**src/rtl/dsadc_pkg.sv**
```systemverilog
package dsadc_pkg;

    localparam int SEL_PORT_W = 4;

    typedef enum logic [1:0] {
        ST_IDLE,
        ST_RUNUP,
        ST_RUNDOWN,
        ST_FINISH
    } seq_state_e;

endpackage

```
**src/rtl/dsadc_tick_gen.sv**
```systemverilog
module dsadc_tick_gen #(
    parameter int SEL_W = 4
) (
    input  logic             clk,
    input  logic             rst_n,
    input  logic             clear_i,
    input  logic             run_i,
    input  logic [SEL_W-1:0] sel_i,
    output logic             tick_o
);
    localparam int CW = 1 << SEL_W;
    localparam int IW = SEL_W + 1;

    logic [CW-1:0] cnt_q;
    logic [CW-1:0] limit;

    // limit = 2^(sel+1) - 1 built as a thermometer mask
    always_comb begin
        for (int i = 0; i < CW; i++) begin
            limit[i] = (IW'(i) <= {1'b0, sel_i});
        end
    end

    assign tick_o = run_i && (cnt_q == limit);

    always_ff @(posedge clk or negedge rst_n) begin
        if (!rst_n) begin
            cnt_q <= '0;
        end else if (clear_i) begin
            cnt_q <= '0;
        end else if (run_i) begin
            cnt_q <= tick_o ? '0 : cnt_q + 1'b1;
        end
    end

    // a tick period is at least two cycles
    assert_tick_gap_R2: assert property (@(posedge clk) disable iff (!rst_n)
        tick_o |=> !tick_o);
    assert_clear_no_tick_R2: assert property (@(posedge clk) disable iff (!rst_n)
        clear_i |=> !tick_o);

endmodule

```
**src/rtl/dsadc_sync.sv**
```systemverilog
module dsadc_sync #(
    parameter int   STAGES  = 2,
    parameter logic RST_VAL = 1'b1
) (
    input  logic clk,
    input  logic rst_n,
    input  logic d_i,
    output logic q_o
);
    logic [STAGES-1:0] stg_q;

    always_ff @(posedge clk or negedge rst_n) begin
        if (!rst_n) begin
            stg_q <= {STAGES{RST_VAL}};
        end else begin
            stg_q <= {stg_q[STAGES-2:0], d_i};
        end
    end

    assign q_o = stg_q[STAGES-1];

endmodule

```
**src/rtl/dsadc_seq.sv**
```systemverilog
module dsadc_seq
    import dsadc_pkg::*;
#(
    parameter int CTRL_W = 16,
    parameter int RES_W  = 16,
    parameter int SEL_W  = 4
) (
    input  logic              clk,
    input  logic              rst_n,
    input  logic              start_i,
    input  logic [CTRL_W-1:0] period_i,
    input  logic [SEL_W-1:0]  sel_i,
    input  logic              inv_i,
    input  logic              cmp_sync_i,
    input  logic              tick_i,
    output logic [SEL_W-1:0]  sel_o,
    output logic              pre_clr_o,
    output logic              run_o,
    output logic              mux_ref_o,
    output logic              busy_o,
    output logic              done_o,
    output logic [RES_W-1:0]  result_o,
    output logic              overflow_o
);
    localparam logic [CTRL_W-1:0] ONE_C   = CTRL_W'(1);
    localparam logic [RES_W-1:0]  RES_MAX = {RES_W{1'b1}};

    seq_state_e        state_q, state_d;
    logic [CTRL_W-1:0] ctrl_q;
    logic [CTRL_W-1:0] phase_cnt_q;
    logic [RES_W-1:0]  res_cnt_q;
    logic [RES_W-1:0]  result_q;
    logic              ovf_q;
    logic              inv_q;
    logic [SEL_W-1:0]  sel_q;
    logic              eoc_act;
    logic              accept;
    logic              runup_last;
    logic              sat_hit;

    assign eoc_act    = inv_q ? cmp_sync_i : ~cmp_sync_i;
    assign accept     = (state_q == ST_IDLE) && start_i;
    assign runup_last = tick_i && (phase_cnt_q == ctrl_q - ONE_C);
    assign sat_hit    = tick_i && (res_cnt_q == RES_MAX);

    // next-state decode
    always_comb begin
        state_d = state_q;
        unique case (state_q)
            ST_IDLE: begin
                if (start_i) begin
                    state_d = (period_i == '0) ? ST_RUNDOWN : ST_RUNUP;
                end
            end
            ST_RUNUP: begin
                if (runup_last) state_d = ST_RUNDOWN;
            end
            ST_RUNDOWN: begin
                if (eoc_act || sat_hit) state_d = ST_FINISH;
            end
            ST_FINISH: state_d = ST_IDLE;
            default:   state_d = ST_IDLE;
        endcase
    end

    // state register
    always_ff @(posedge clk or negedge rst_n) begin
        if (!rst_n) state_q <= ST_IDLE;
        else        state_q <= state_d;
    end

    // datapath registers
    always_ff @(posedge clk or negedge rst_n) begin
        if (!rst_n) begin
            ctrl_q      <= '0;
            sel_q       <= '0;
            inv_q       <= 1'b0;
            phase_cnt_q <= '0;
            res_cnt_q   <= '0;
            result_q    <= '0;
            ovf_q       <= 1'b0;
        end else begin
            unique case (state_q)
                ST_IDLE: begin
                    if (start_i) begin
                        ctrl_q      <= period_i;
                        sel_q       <= sel_i;
                        inv_q       <= inv_i;
                        phase_cnt_q <= '0;
                        res_cnt_q   <= '0;
                    end
                end
                ST_RUNUP: begin
                    if (tick_i) phase_cnt_q <= phase_cnt_q + ONE_C;
                end
                ST_RUNDOWN: begin
                    if (eoc_act) begin
                        result_q <= res_cnt_q;
                        ovf_q    <= 1'b0;
                    end else if (sat_hit) begin
                        result_q <= RES_MAX;
                        ovf_q    <= 1'b1;
                    end else if (tick_i) begin
                        res_cnt_q <= res_cnt_q + 1'b1;
                    end
                end
                ST_FINISH: ;
                default: ;
            endcase
        end
    end

    // output decode
    always_comb begin
        mux_ref_o  = (state_q == ST_RUNDOWN);
        busy_o     = (state_q == ST_RUNUP) || (state_q == ST_RUNDOWN);
        done_o     = (state_q == ST_FINISH);
        run_o      = busy_o;
        pre_clr_o  = accept || ((state_q == ST_RUNUP) && runup_last);
        sel_o      = sel_q;
        result_o   = result_q;
        overflow_o = ovf_q;
    end

    assert_done_pulse_R9: assert property (@(posedge clk) disable iff (!rst_n)
        done_o |=> !done_o);
    assert_busy_after_start_R9: assert property (@(posedge clk) disable iff (!rst_n)
        accept |=> busy_o);
    assert_zero_skip_R4: assert property (@(posedge clk) disable iff (!rst_n)
        (accept && period_i == '0) |=> mux_ref_o);
    assert_busy_locked_R8: assert property (@(posedge clk) disable iff (!rst_n)
        (state_q != ST_IDLE) |=> ($stable(ctrl_q) && $stable(sel_q) && $stable(inv_q)));
    assert_no_overflow_R7: assert property (@(posedge clk) disable iff (!rst_n)
        $rose(overflow_o) |-> (result_o == RES_MAX));
    assert_result_hold_R10: assert property (@(posedge clk) disable iff (!rst_n)
        !done_o |-> ($stable(result_o) && $stable(overflow_o)));

endmodule

```
**src/rtl/dsadc_ctrl.sv**
```systemverilog
module dsadc_ctrl
    import dsadc_pkg::*;
#(
    parameter int CTRL_W   = 16,
    parameter int RES_W    = 16,
    parameter bit WIDE_SEL = 1'b1
) (
    input  logic                  clk,
    input  logic                  rst_n,
    input  logic                  start_i,
    input  logic [CTRL_W-1:0]     period_i,
    input  logic [SEL_PORT_W-1:0] presc_sel_i,
    input  logic                  eoc_invert_i,
    input  logic                  cmp_i,
    output logic                  mux_ref_o,
    output logic                  busy_o,
    output logic                  done_o,
    output logic [RES_W-1:0]      result_o,
    output logic                  overflow_o
);
    localparam int SEL_W = WIDE_SEL ? SEL_PORT_W : SEL_PORT_W - 1;

    logic [SEL_W-1:0] sel_eff;
    logic [SEL_W-1:0] sel_lat;
    logic             cmp_sync;
    logic             tick;
    logic             pre_clr;
    logic             run;

    generate
        if (WIDE_SEL) begin : g_sel_wide
            assign sel_eff = presc_sel_i;
        end else begin : g_sel_narrow
            assign sel_eff = presc_sel_i[SEL_W-1:0];
        end
    endgenerate

    dsadc_sync #(
        .STAGES  (2),
        .RST_VAL (1'b1)
    ) u_sync (
        .clk   (clk),
        .rst_n (rst_n),
        .d_i   (cmp_i),
        .q_o   (cmp_sync)
    );

    dsadc_tick_gen #(
        .SEL_W (SEL_W)
    ) u_tick (
        .clk     (clk),
        .rst_n   (rst_n),
        .clear_i (pre_clr),
        .run_i   (run),
        .sel_i   (sel_lat),
        .tick_o  (tick)
    );

    dsadc_seq #(
        .CTRL_W (CTRL_W),
        .RES_W  (RES_W),
        .SEL_W  (SEL_W)
    ) u_seq (
        .clk        (clk),
        .rst_n      (rst_n),
        .start_i    (start_i),
        .period_i   (period_i),
        .sel_i      (sel_eff),
        .inv_i      (eoc_invert_i),
        .cmp_sync_i (cmp_sync),
        .tick_i     (tick),
        .sel_o      (sel_lat),
        .pre_clr_o  (pre_clr),
        .run_o      (run),
        .mux_ref_o  (mux_ref_o),
        .busy_o     (busy_o),
        .done_o     (done_o),
        .result_o   (result_o),
        .overflow_o (overflow_o)
    );

    assert_idle_unknown_R1: assert property (@(posedge clk) disable iff (!rst_n)
        !busy_o |-> !mux_ref_o);

endmodule

```
**config.mk**
```make
export PLATFORM = sky130hd
export DESIGN_NAME = dsadc_ctrl
export DESIGN_NICKNAME = d
export VERILOG_FILES = /design/src/rtl/dsadc_pkg.sv /design/src/rtl/dsadc_tick_gen.sv /design/src/rtl/dsadc_sync.sv /design/src/rtl/dsadc_seq.sv /design/src/rtl/dsadc_ctrl.sv
export SDC_FILE = /design/constraint.sdc
export NUM_CORES = 1
export LEC_CHECK = 0
export BUFFER_PORTS_ARGS = -buffer_cell sky130_fd_sc_hd__clkbuf_2
export CAP_MARGIN = 10
export CORE_UTILIZATION = 55
export CTS_BUF_LIST = sky130_fd_sc_hd__clkbuf_4
export DETAILED_ROUTE_END_ITERATION = 7
export GPL_TIMING_DRIVEN = 1
export PLACE_DENSITY = 0.8
export SYNTH_ARGS = -nofsm -noshare
export SYNTH_HDL_FRONTEND = slang
export SYNTH_SLANG_ARGS = --single-unit
export TNS_END_PERCENT = 20
```
**constraint.sdc**
```tcl
create_clock -name clk -period 7.2 [get_ports clk]
set_clock_uncertainty 0.1 [all_clocks]
set_input_delay 0 -clock clk [delete_from_list [all_inputs] [get_ports clk]]
set_output_delay 0 -clock clk [all_outputs]
set_load 0.01 [all_outputs]
```
# Word level (Yosys, flattened, before mapping)
# Cells that the tools add are included.
# classes
addsub,4
magnitude_cmp,15
n_eq_ne,13
muxes,20
n_bitwise,1
n_reduce_logical,19
# ops
cell,n
16-bit two-way mux,10
16-bit one-hot mux with 2 select lines,2
16-bit by 1-bit adder with 16-bit output (second input constant),3
16-bit == test,2
4-bit <= comparator (first input constant),8
16-bit == test (second input constant),1
3-bit by 4-bit <= comparator with 1-bit output (first input constant),4
16-bit logical NOT,1
16-bit by 1-bit subtractor with 16-bit output (second input constant),1
2-bit by 4-bit <= comparator with 1-bit output (first input constant),2
2-bit two-way mux,4
2-bit by 1-bit inequality test with 1-bit output (second input constant),4
2-bit one-hot mux with 4 select lines,1
2-bit nonzero test,4
2-bit inequality test (second input constant),3
3-bit AND reduction,2
1-bit logical AND,5
5-bit AND reduction,1
2-bit == test (second input constant),2
1-bit by 4-bit <= comparator with 1-bit output (first input constant),1
2-bit AND reduction,2
1-bit logical OR,3
1-bit two-way mux,3
2-bit by 1-bit == test with 1-bit output (second input constant),1
2 further kinds,2
# totals
register_bits,90
input_bits,25
output_inout_bits,20
wordCells,82

# Longest topological paths before layout
# Gate-level depths: netlist of run 1.
# logic_depth
word_depth,7
depth_mapped,13
depth_no_buf,10

# Hierarchy
# From an unflattened synthesis of run 1, not the netlist that was laid out.
# unflattened
cells_unflattened,513
hier_area_um2,5132.4
# by_module_without_submodules
mod,instances,cells_each,area_per_inst_um2,seq_area_each_um2
dsadc_seq,1,359,3776.1,1801.7
dsadc_tick_gen,1,152,1303.8,400.4
dsadc_sync,1,2,52.6,52.6

# Worst setup path before layout of run 1
# OpenSTA, ideal clock, no wires.
# synth_timing
path_type,reg-to-reg
start,reg u_seq.state_q[1]
end,reg u_seq.res_cnt_q[14]
setup_time_ns,0.136
arrival_ns,3.239
t_required_ns,6.964
slack_ns,3.724
path_stages_with_launch,14
path_buffers,3
synth_period_minus_slack_ns,3.476
path_cell_list,dfrtp_1 inv_1 ha_1 clkbuf_1 nand2_1 a2111oi_0 nand4bb_1 nand4bb_1 o41a_1 or2_2 clkbuf_1 buf_2 o41ai_1 a21oi_1
# synth_between
elab_chain_len,6
elab_cells_between_ends,13
classes_between,eq/ne: 6; mux: 1; reduce/logical: 6
# synth_lines
element,line,text
"start, declared",dsadc_seq.sv:28,"seq_state_e state_q, state_d;"
"start signal, assigned",dsadc_seq.sv:69,else state_q <= state_d;
2-bit by 1-bit == test with 1-bit output / 2-bit == test (equally long branches),dsadc_seq.sv:116,busy_o = (state_q == ST_RUNUP) || (state_q == ST_RUNDOWN);
1-bit logical OR (*),dsadc_seq.sv:116,
named net busy_o,dsadc_ctrl.sv:16,"output logic busy_o,"
1-bit logical AND (*),dsadc_tick_gen.sv:24,assign tick_o = run_i && (cnt_q == limit);
1-bit logical AND,dsadc_seq.sv:44,assign sat_hit = tick_i && (res_cnt_q == RES_MAX);
2-bit inequality test (no line),n/a,
5-bit AND reduction (no line) (*),n/a,
"end signal, assigned",dsadc_seq.sv:104,res_cnt_q <= res_cnt_q + 1'b1;
"end, declared",dsadc_seq.sv:31,logic [RES_W-1:0] res_cnt_q;
# Mark *: on every way through the listed nets, which the timed path passes. The rest lies on a longest branch.
# A chain may end at the register's enable or synchronous reset.

# Worst setup path in the final report of run 1
# layout_timing
start,reg u_seq.state_q[0]
end,reg u_seq.res_cnt_q[9]
# layout_between
elab_chain_len,6
elab_cells_between_ends,13
classes_between,eq/ne: 6; mux: 1; reduce/logical: 6
# layout_lines
element,line
2-bit by 1-bit == test with 1-bit output / 2-bit == test (equally long branches),"dsadc_seq.sv:116, dsadc_seq.sv:83"
1-bit logical OR,dsadc_seq.sv:116
1-bit logical AND,dsadc_tick_gen.sv:24
1-bit logical AND,dsadc_seq.sv:44
2-bit inequality test (no line),n/a
5-bit AND reduction (no line),n/a
# Several ways; a longest one is shown, not always the timed one.

==> results.py, run 1 <==
metrics = {
    "clock_tree": {
        "max-clock-path-buffers": 2,
        "cts_inserted_buffers": 9,
        "cts_resized": 0,
        "cts_hold_buf": 25,
        "clk_pin_slew_ns": 0.17,
        "cts-root-buf": "clkbuf_4",
        "h-tree-depth": 3,
        "postCtsSetupRepairBufs": 0,
        "clock_latency_ns": 0.45,
        "clock_sink_count": 90,
        "cts_tree": "yes",
    },
    "logic_synthesis": {
        "syn-mean-instance-area_um2": 9.48,
        "synth_nets": 576,
        "seq_area_frac_synth_pct": 43.8,
        "synth_edf_count": 0,
        "synthesis.area_mm2": 0.00515,
        "ys_ff_latch": 90,
        "netlist-cell-type-count": 66,
        "ys_async_sr_fraction_pct": 100,
        "netlist_instances": 543,
        "ys.flop_type": "dfrtp_1",
        "yosysWarnings": 0,
    },
    "timing": {
        "fin_crit_ns": 3.81,
        "rsz0062_at_grt": "false",
        "finalMaxSlewViolations": 0,
        "layout_worst_path_cycle_share_pct": 52.9,
        "worst_slew_pin_slew_ns": 1.09,
        "finalSetupViolCount": 0,
        "slew_headroom_pct": 26.8,
        "fin_tns_setup_ns": 0,
        "hold_viol": 0,
        "fmax_mhz": 263,
    },
    "floorplanning": {
        "die_w_um": 98.8,
        "core_area_mm2": 0.00889,
        "io_pins": 45,
        "die_area_mm2": 0.00975,
        "fp.dieH_um": 98.8,
        "start_util_pct": 57.9,
        "num_rows": 34,
    },
    "drt": {
        "via_per_inst": 6.16,
        "drt_iter0_markers": 278,
        "post_drt_wl_per_cell_um": 16.8,
        "dr.pass1.iters": 6,
        "vias": 4376,
        "drtAntennaViolNets": 0,
        "drc": 0,
        "finalWirelength_um": 11900,
    },
    "setup_path": {
        "crit_chain": "inv_1, ha_1, nand2_1, a2111oi_0, nand4bb_1, nand4bb_1, o41a_1, or2_2, o41ai_1, a21oi_1",
        "cp_max_fo": 18,
        "cp-start-kind": "flip-flop",
        "rr_startpoint": "u_seq.state_q[0]",
        "cp_data_arrival_time_ns": 4.02,
        "worstSetupPathType": "flip-flop to flip-flop",
        "r2r_cells": 10,
        "end_kind": "flip-flop",
        "cp.required_ns": 7.42,
        "max_stage_delay_ns": 0.58,
        "slowest_stage": "a2111oi_0",
        "worst_path_most_repeated_cell": "nand4bb_1",
        "worstReg2RegEnd": "u_seq.res_cnt_q[9]",
        "r2r_slack_ns": 3.39,
    },
    "worst_hold_path": {
        "hold_class": "input pin to flip-flop",
        "hold_depth": 2,
        "holdCritStartpoint": "cmp_i",
        "holdPathEnd": "u_sync.stg_q[0]",
    },
    "layout": {
        "fin_nets": 630,
        "drive_gt1_share_pct": 17.8,
        "diodes": 0,
        "design_area_mm2": 0.00581,
        "fill_cells": 701,
        "regArea_mm2": 0.00225,
        "multi_input_area_mm2": 0.00272,
        "syn_to_final_growth_pct": 12.9,
    },
    "global_routing": {
        "grt_pass1_vias": 4134,
        "track_usage_pct": 25.5,
        "grt_pass1_wl_um": 19900,
        "grt_antenna_before_repair": 0,
        "grt_max_degree": 68,
        "grt_remaining_overflow": 0,
    },
    "flow_run": {
        "drv_cap": 0,
    },
    "placement": {
        "hpwl_um": 8250,
        "portBuffers": 44,
        "detailed_place.area_mm2": 0.00541,
        "gp_routability_congestion": 0.860,
    },
    "power": {
        "power_density_mw_per_mm2": 337,
        "ir_drop_mv": 0.234,
        "leakagePower_uw": 0.00244,
    },
    "status": {
        "run_status": "completed",
    },
}
[worst max-delay path, delay by kind of cell, from the launching register on]
family	cells	cell delay (ns)
adder cells (fa/ha/maj)	1	0.48
buffers and inverters	1	0.09
AO/OA/AOI/OAI	4	1.55
AND/OR/NAND/NOR	4	1.04
flip-flops	1	0.41
[where the power goes]
group | total, uW | internal (uW) | switching [uW]
Clock | 308 | 113 | 195
Combinational | 825 | 383 | 442
Sequential | 827 | 641 | 186
Total | 1960 | 1140 | 822
[cell usage after synthesis (all sizes together), types with 3 or more instances]
cell | count | share of area, %
a21oi | 24 | 2.3
dfrtp | 88 | 43
nand2 | 44 | 3.2
xor2 | 21 | 3.6
nor3 | 14 | 1.4
nand3 | 20 | 1.9
nor2b | 8 | 0.97
nand2b | 3 | 0.36
mux2 | 25 | 5.5
or2 | 5 | 0.61
ha | 8 | 1.9
or3 | 16 | 2.0
nor2 | 52 | 3.8
inv | 15 | 1.1
o21ai | 22 | 2.1
o41ai | 5 | 0.85
buf | 6 | 0.58
or4 | 4 | 0.58
and3 | 15 | 1.8
or4b | 4 | 0.78
nor4 | 10 | 1.3
and2 | 3 | 0.36
or3b | 3 | 0.51
xnor2 | 26 | 4.4
nand4 | 12 | 1.5
o22a | 16 | 2.7
o31ai | 3 | 0.44
clkbuf | 23 | 1.7
o211ai | 4 | 0.58
[cells by family after synthesis]
kind of cell               after synthesis  share of synthesized area (%)
AOI/OAI and AO/OA                      101                           13.6
xor gates and xnor gates                47                           7.99
adders and majority gates                8                           1.94
buffers and inverters                   44                           3.38
DFF                                     90                           43.8
muxes                                   27                           5.93
and+or+nand+nor                        226                           23.4
[sequential cells by signal, indices dropped and copies added (netlist names)]
| register | flops |
|---|---|
| u_seq.ctrl_q | 16 |
| u_seq.inv_q | 1 |
| u_seq.overflow_o | 1 |
| u_seq.phase_cnt_q | 16 |
| u_seq.res_cnt_q | 16 |
| u_seq.result_o | 16 |
| u_seq.sel_o | 4 |
| u_seq.state_q | 2 |
| u_sync.stg_q | 2 |
| u_tick.cnt_q | 16 |
[per-layer routing]
metal | track usage (%) | routed length [um]
met1 | 35.3 | 5350
met2 | 41.4 | 5560
met3 | 4.54 | 722
met4 | 7.35 | 287
met5 | 0 | 0
[final cells by class]
type	instances	share of cell area, %
inverter	15	0.968
clock inverter	7	1.44
multi-input combinational	409	46.8
sequential	90	38.8
clock buffer	9	1.16
tap	108	2.32
timing repair buffer	72	8.52
[worst max path at each step]
| stage | from | to | slack, ns |
|---|---|---|---|
| 6_report | u_seq.state_q[0] | u_seq.res_cnt_q[9] | 3.39 |
| 5_1_grt | u_seq.sel_o[2] | u_seq.res_cnt_q[11] | 3.15 |
| 4_1_cts | u_seq.state_q[1] | u_seq.res_cnt_q[14] | 3.49 |
| 3_5_place_dp | u_seq.state_q[1] | u_seq.res_cnt_q[9] | 3.49 |
| 3_3_place_gp | u_seq.state_q[1] | u_seq.res_cnt_q[9] | 3.75 |
| 2_1_floorplan | u_seq.state_q[1] | u_seq.res_cnt_q[14] | 3.72 |
[metrics by stage]
step | instances | utilization (%) | worst slack, ns | hold slack [ns] | power (uW)
floorplan | 543 | - | 3.72 | -0.396 | 1420
global placement | 669 | 60.9 | 3.75 | -0.189 | 1600
detailed placement | 669 | 60.9 | 3.49 | -0.182 | 1640
CTS | 710 | 65.4 | 3.49 | 0.0658 | 1960
global route | 710 | 65.4 | 3.15 | 0.0770 | 2100
finish | 710 | 65.4 | 3.39 | 0.0849 | 1960
[placed cells by master, fill, tap and decap left out, types with 4 or more instances in the layout]
master / count
nor2_1: 52
nor2b_1: 8
nand4_1: 12
dfrtp_1: 88
clkbuf_4: 9
dlygate4sd3_1: 25
o21ai_0: 22
or2_2: 4
a21oi_1: 24
xor2_1: 21
inv_6: 4
or3_1: 15
xnor2_1: 26
clkbuf_2: 43
inv_1: 15
or4_1: 4
ha_1: 8
nor4_1: 9
nand3_1: 20
nand2_1: 44
mux2_2: 24
o22a_1: 16
o211ai_1: 4
or4b_2: 4
nor3_1: 14
o41ai_1: 5
buf_4: 4
and3_1: 15
No activity file was read; power rests on OpenSTA's default activity.
==> inputs of run 2 (changes only) <==
- PLACE_DENSITY: 0.8 -> 0.83
- clock period: 7.2 -> 3.5 ns (I/O delays scaled with it)
==> run 2 against run 1 <==
Utilization up 0.58 points; sequential power up 100%; largest power group is now combinational cells; routed wire length is 2.0% higher; sequential cell count is the same; worst hold slack got worse by 0.045 ns; via count rose by 1.2%; largest cell class unchanged; first-iteration DRC count down 17%; register-to-register slack got worse by 3.2 ns; design area grew 0.88%.
==> results.py, run 2 (same netlist as run 1, synthesis figures left out) <==
metrics = {
    "worst_hold_path": {
        "hold_class": "input pin to flip-flop",
        "holdCritStartpoint": "start_i",
        "hold_depth": 4,
        "holdPathEnd": "u_seq.res_cnt_q[4]",
    },
    "layout": {
        "syn_to_final_growth_pct": 13.9,
        "fin_nets": 639,
        "layout_common_cells": "dfrtp_1, nor2_1, nand2_1, clkbuf_2, xnor2_1",
        "fill_cells": 683,
        "design_area_mm2": 0.00587,
        "final-instance-count-excl-fill": 719,
        "mostFrequentLayoutCell": "dfrtp_1",
        "diodes": 0,
        "drive_gt1_share_pct": 19.3,
    },
    "power": {
        "power.switching_uw": 1700,
        "p_comb_share_pct": 46.2,
        "power_density_mw_per_mm2": 688,
        "power_frac_seq_pct": 40.8,
        "intPower_uw": 2340,
        "pwr-share-clk_pct": 13.0,
        "ir_drop_mv": 0.397,
        "swShare_pct": 42.1,
        "leakagePower_uw": 0.00248,
        "total_power_uw": 4040,
    },
    "clock_tree": {
        "cts_inserted_buffers": 9,
        "clock_latency_ns": 0.45,
        "clk_pin_slew_ns": 0.15,
        "cts-root-buf": "clkbuf_4",
        "clock_sink_count": 90,
        "h-tree-depth": 3,
        "cts_tree": "yes",
        "max-clock-path-buffers": 2,
    },
    "setup_path": {
        "worstReg2RegEnd": "u_seq.state_q[1]",
        "r2r_cells": 10,
        "end_kind": "flip-flop",
        "r2r_slack_ns": 0.19,
        "crit_chain": "inv_1, ha_1, or4b_2, nor3_1, xnor2_1, nand3_1, nor4_1, nand4_1, a221o_2, mux2_4",
        "rr_startpoint": "u_seq.ctrl_q[0]",
        "worstSetupPathType": "flip-flop to flip-flop",
        "cp.required_ns": 3.76,
        "max_stage_delay_ns": 0.68,
        "cp_data_arrival_time_ns": 3.57,
        "slowest_stage": "or4b_2",
        "cp-start-kind": "flip-flop",
        "cp_max_fo": 6,
    },
    "drt": {
        "drc": 0,
        "finalWirelength_um": 12200,
        "vias": 4430,
        "drtAntennaViolNets": 0,
        "post_drt_wl_per_cell_um": 16.9,
        "drt_iter0_markers": 232,
        "via_per_inst": 6.16,
        "dr.pass1.iters": 5,
    },
    "flow_run": {
        "drv_cap": 0,
    },
    "timing": {
        "finalMaxSlewViolations": 0,
        "finalSetupViolCount": 0,
        "hold_viol": 0,
        "fmax_mhz": 302,
        "rsz0062_at_grt": "false",
        "layout_worst_path_cycle_share_pct": 94.5,
        "hold_slack_ns": 0.0400,
        "worst_slew_pin_slew_ns": 0.869,
        "slew_headroom_pct": 41.9,
        "fin_crit_ns": 3.31,
        "fin_tns_setup_ns": 0,
    },
    "global_routing": {
        "grt_remaining_overflow": 0,
        "grt_pass1_wl_um": 20900,
        "track_usage_pct": 26.9,
        "grt_pass1_vias": 4306,
        "grt_antenna_before_repair": 0,
        "grt_max_degree": 68,
    },
    "floorplanning": {
        "start_util_pct": 57.9,
        "die_area_mm2": 0.00975,
        "core_area_mm2": 0.00889,
        "fp.dieH_um": 98.8,
        "io_pins": 45,
        "die_w_um": 98.8,
        "num_rows": 34,
    },
    "placement": {
        "dp.cells": 680,
        "gp_routability_congestion": 0.902,
        "hpwl_um": 8470,
        "portBuffers": 44,
        "detailed_place.area_mm2": 0.00551,
    },
    "status": {
        "run_status": "completed",
    },
}
[run 2: layout make-up]
| class | count | area [um2] | share of cell area (%) |
|---|---|---|---|
| clock buffer | 9 | 67.6 | 1.15 |
| clock inverter | 7 | 51.3 | 0.875 |
| inverter | 15 | 56.3 | 0.960 |
| multi-input combinational | 409 | 2730 | 46.5 |
| sequential | 90 | 2250 | 38.4 |
| tap | 108 | 135 | 2.30 |
| timing repair buffer | 81 | 571 | 9.73 |
[run 2: worst max-delay path by stage]
stage / from / end / slack (ns) / cells past startpoint
final: u_seq.ctrl_q[0] / u_seq.state_q[1] / 0.19 / 10
after detailed placement: u_seq.state_q[1] / u_seq.res_cnt_q[9] / 0.11 / 10
after global routing: u_seq.state_q[1] / u_seq.res_cnt_q[10] / 0.07 / 10
after floorplan: u_seq.state_q[1] / u_seq.res_cnt_q[14] / 0.02 / 13
after CTS: u_seq.state_q[1] / u_seq.res_cnt_q[13] / 0.10 / 10
after global placement: u_seq.state_q[1] / u_seq.res_cnt_q[9] / 0.25 / 10
[run 2: power groups by stage]
stage                     logic [uW]  registers (uW)  clock network, uW
final                           1870            1650                527
after global routing            2040            1690                590
after floorplan                 1320            1590                  0
after detailed placement        1810            1660                  0
after global placement          1760            1630                  0
after CTS                       1840            1640                539
[run 2: stage by stage]
stage | utilization [%] | setup WS [ns]
after floorplan | - | 0.0243
after global placement | 61.9 | 0.255
after detailed placement | 61.9 | 0.108
after CTS | 65.9 | 0.102
after global routing | 66.0 | 0.0671
final | 66.0 | 0.191
[run 2: layer usage]
layer,up-vias,global-route usage [%],part of all wire [%]
met5,-,0,0
met2,164,44.5,48
met1,2147,35.9,44
met4,0,7.58,1.9
li1,2091,-,-
met3,28,5.74,6.3
[run 2: timing repair]
action / in CTS / in global routing
endpoints found under the hold margin: 89 / 0
setup buffers: 0 / 0
gates resized for setup: 0 / 3
setup endpoints to repair: 0 / 10
hold buffers: 23 / 0
[run 2: worst max-delay path, delay by kind of cell, from the launching register on]
family,cells,cell delay (ns)
AND/OR/NAND/NOR,5,1.51
flip-flops,1,0.49
AO/OA/AOI/OAI,1,0.39
multiplexers,1,0.30
XOR/XNOR,1,0.18
adder cells (fa/ha/maj),1,0.16
buffers and inverters,1,0.09
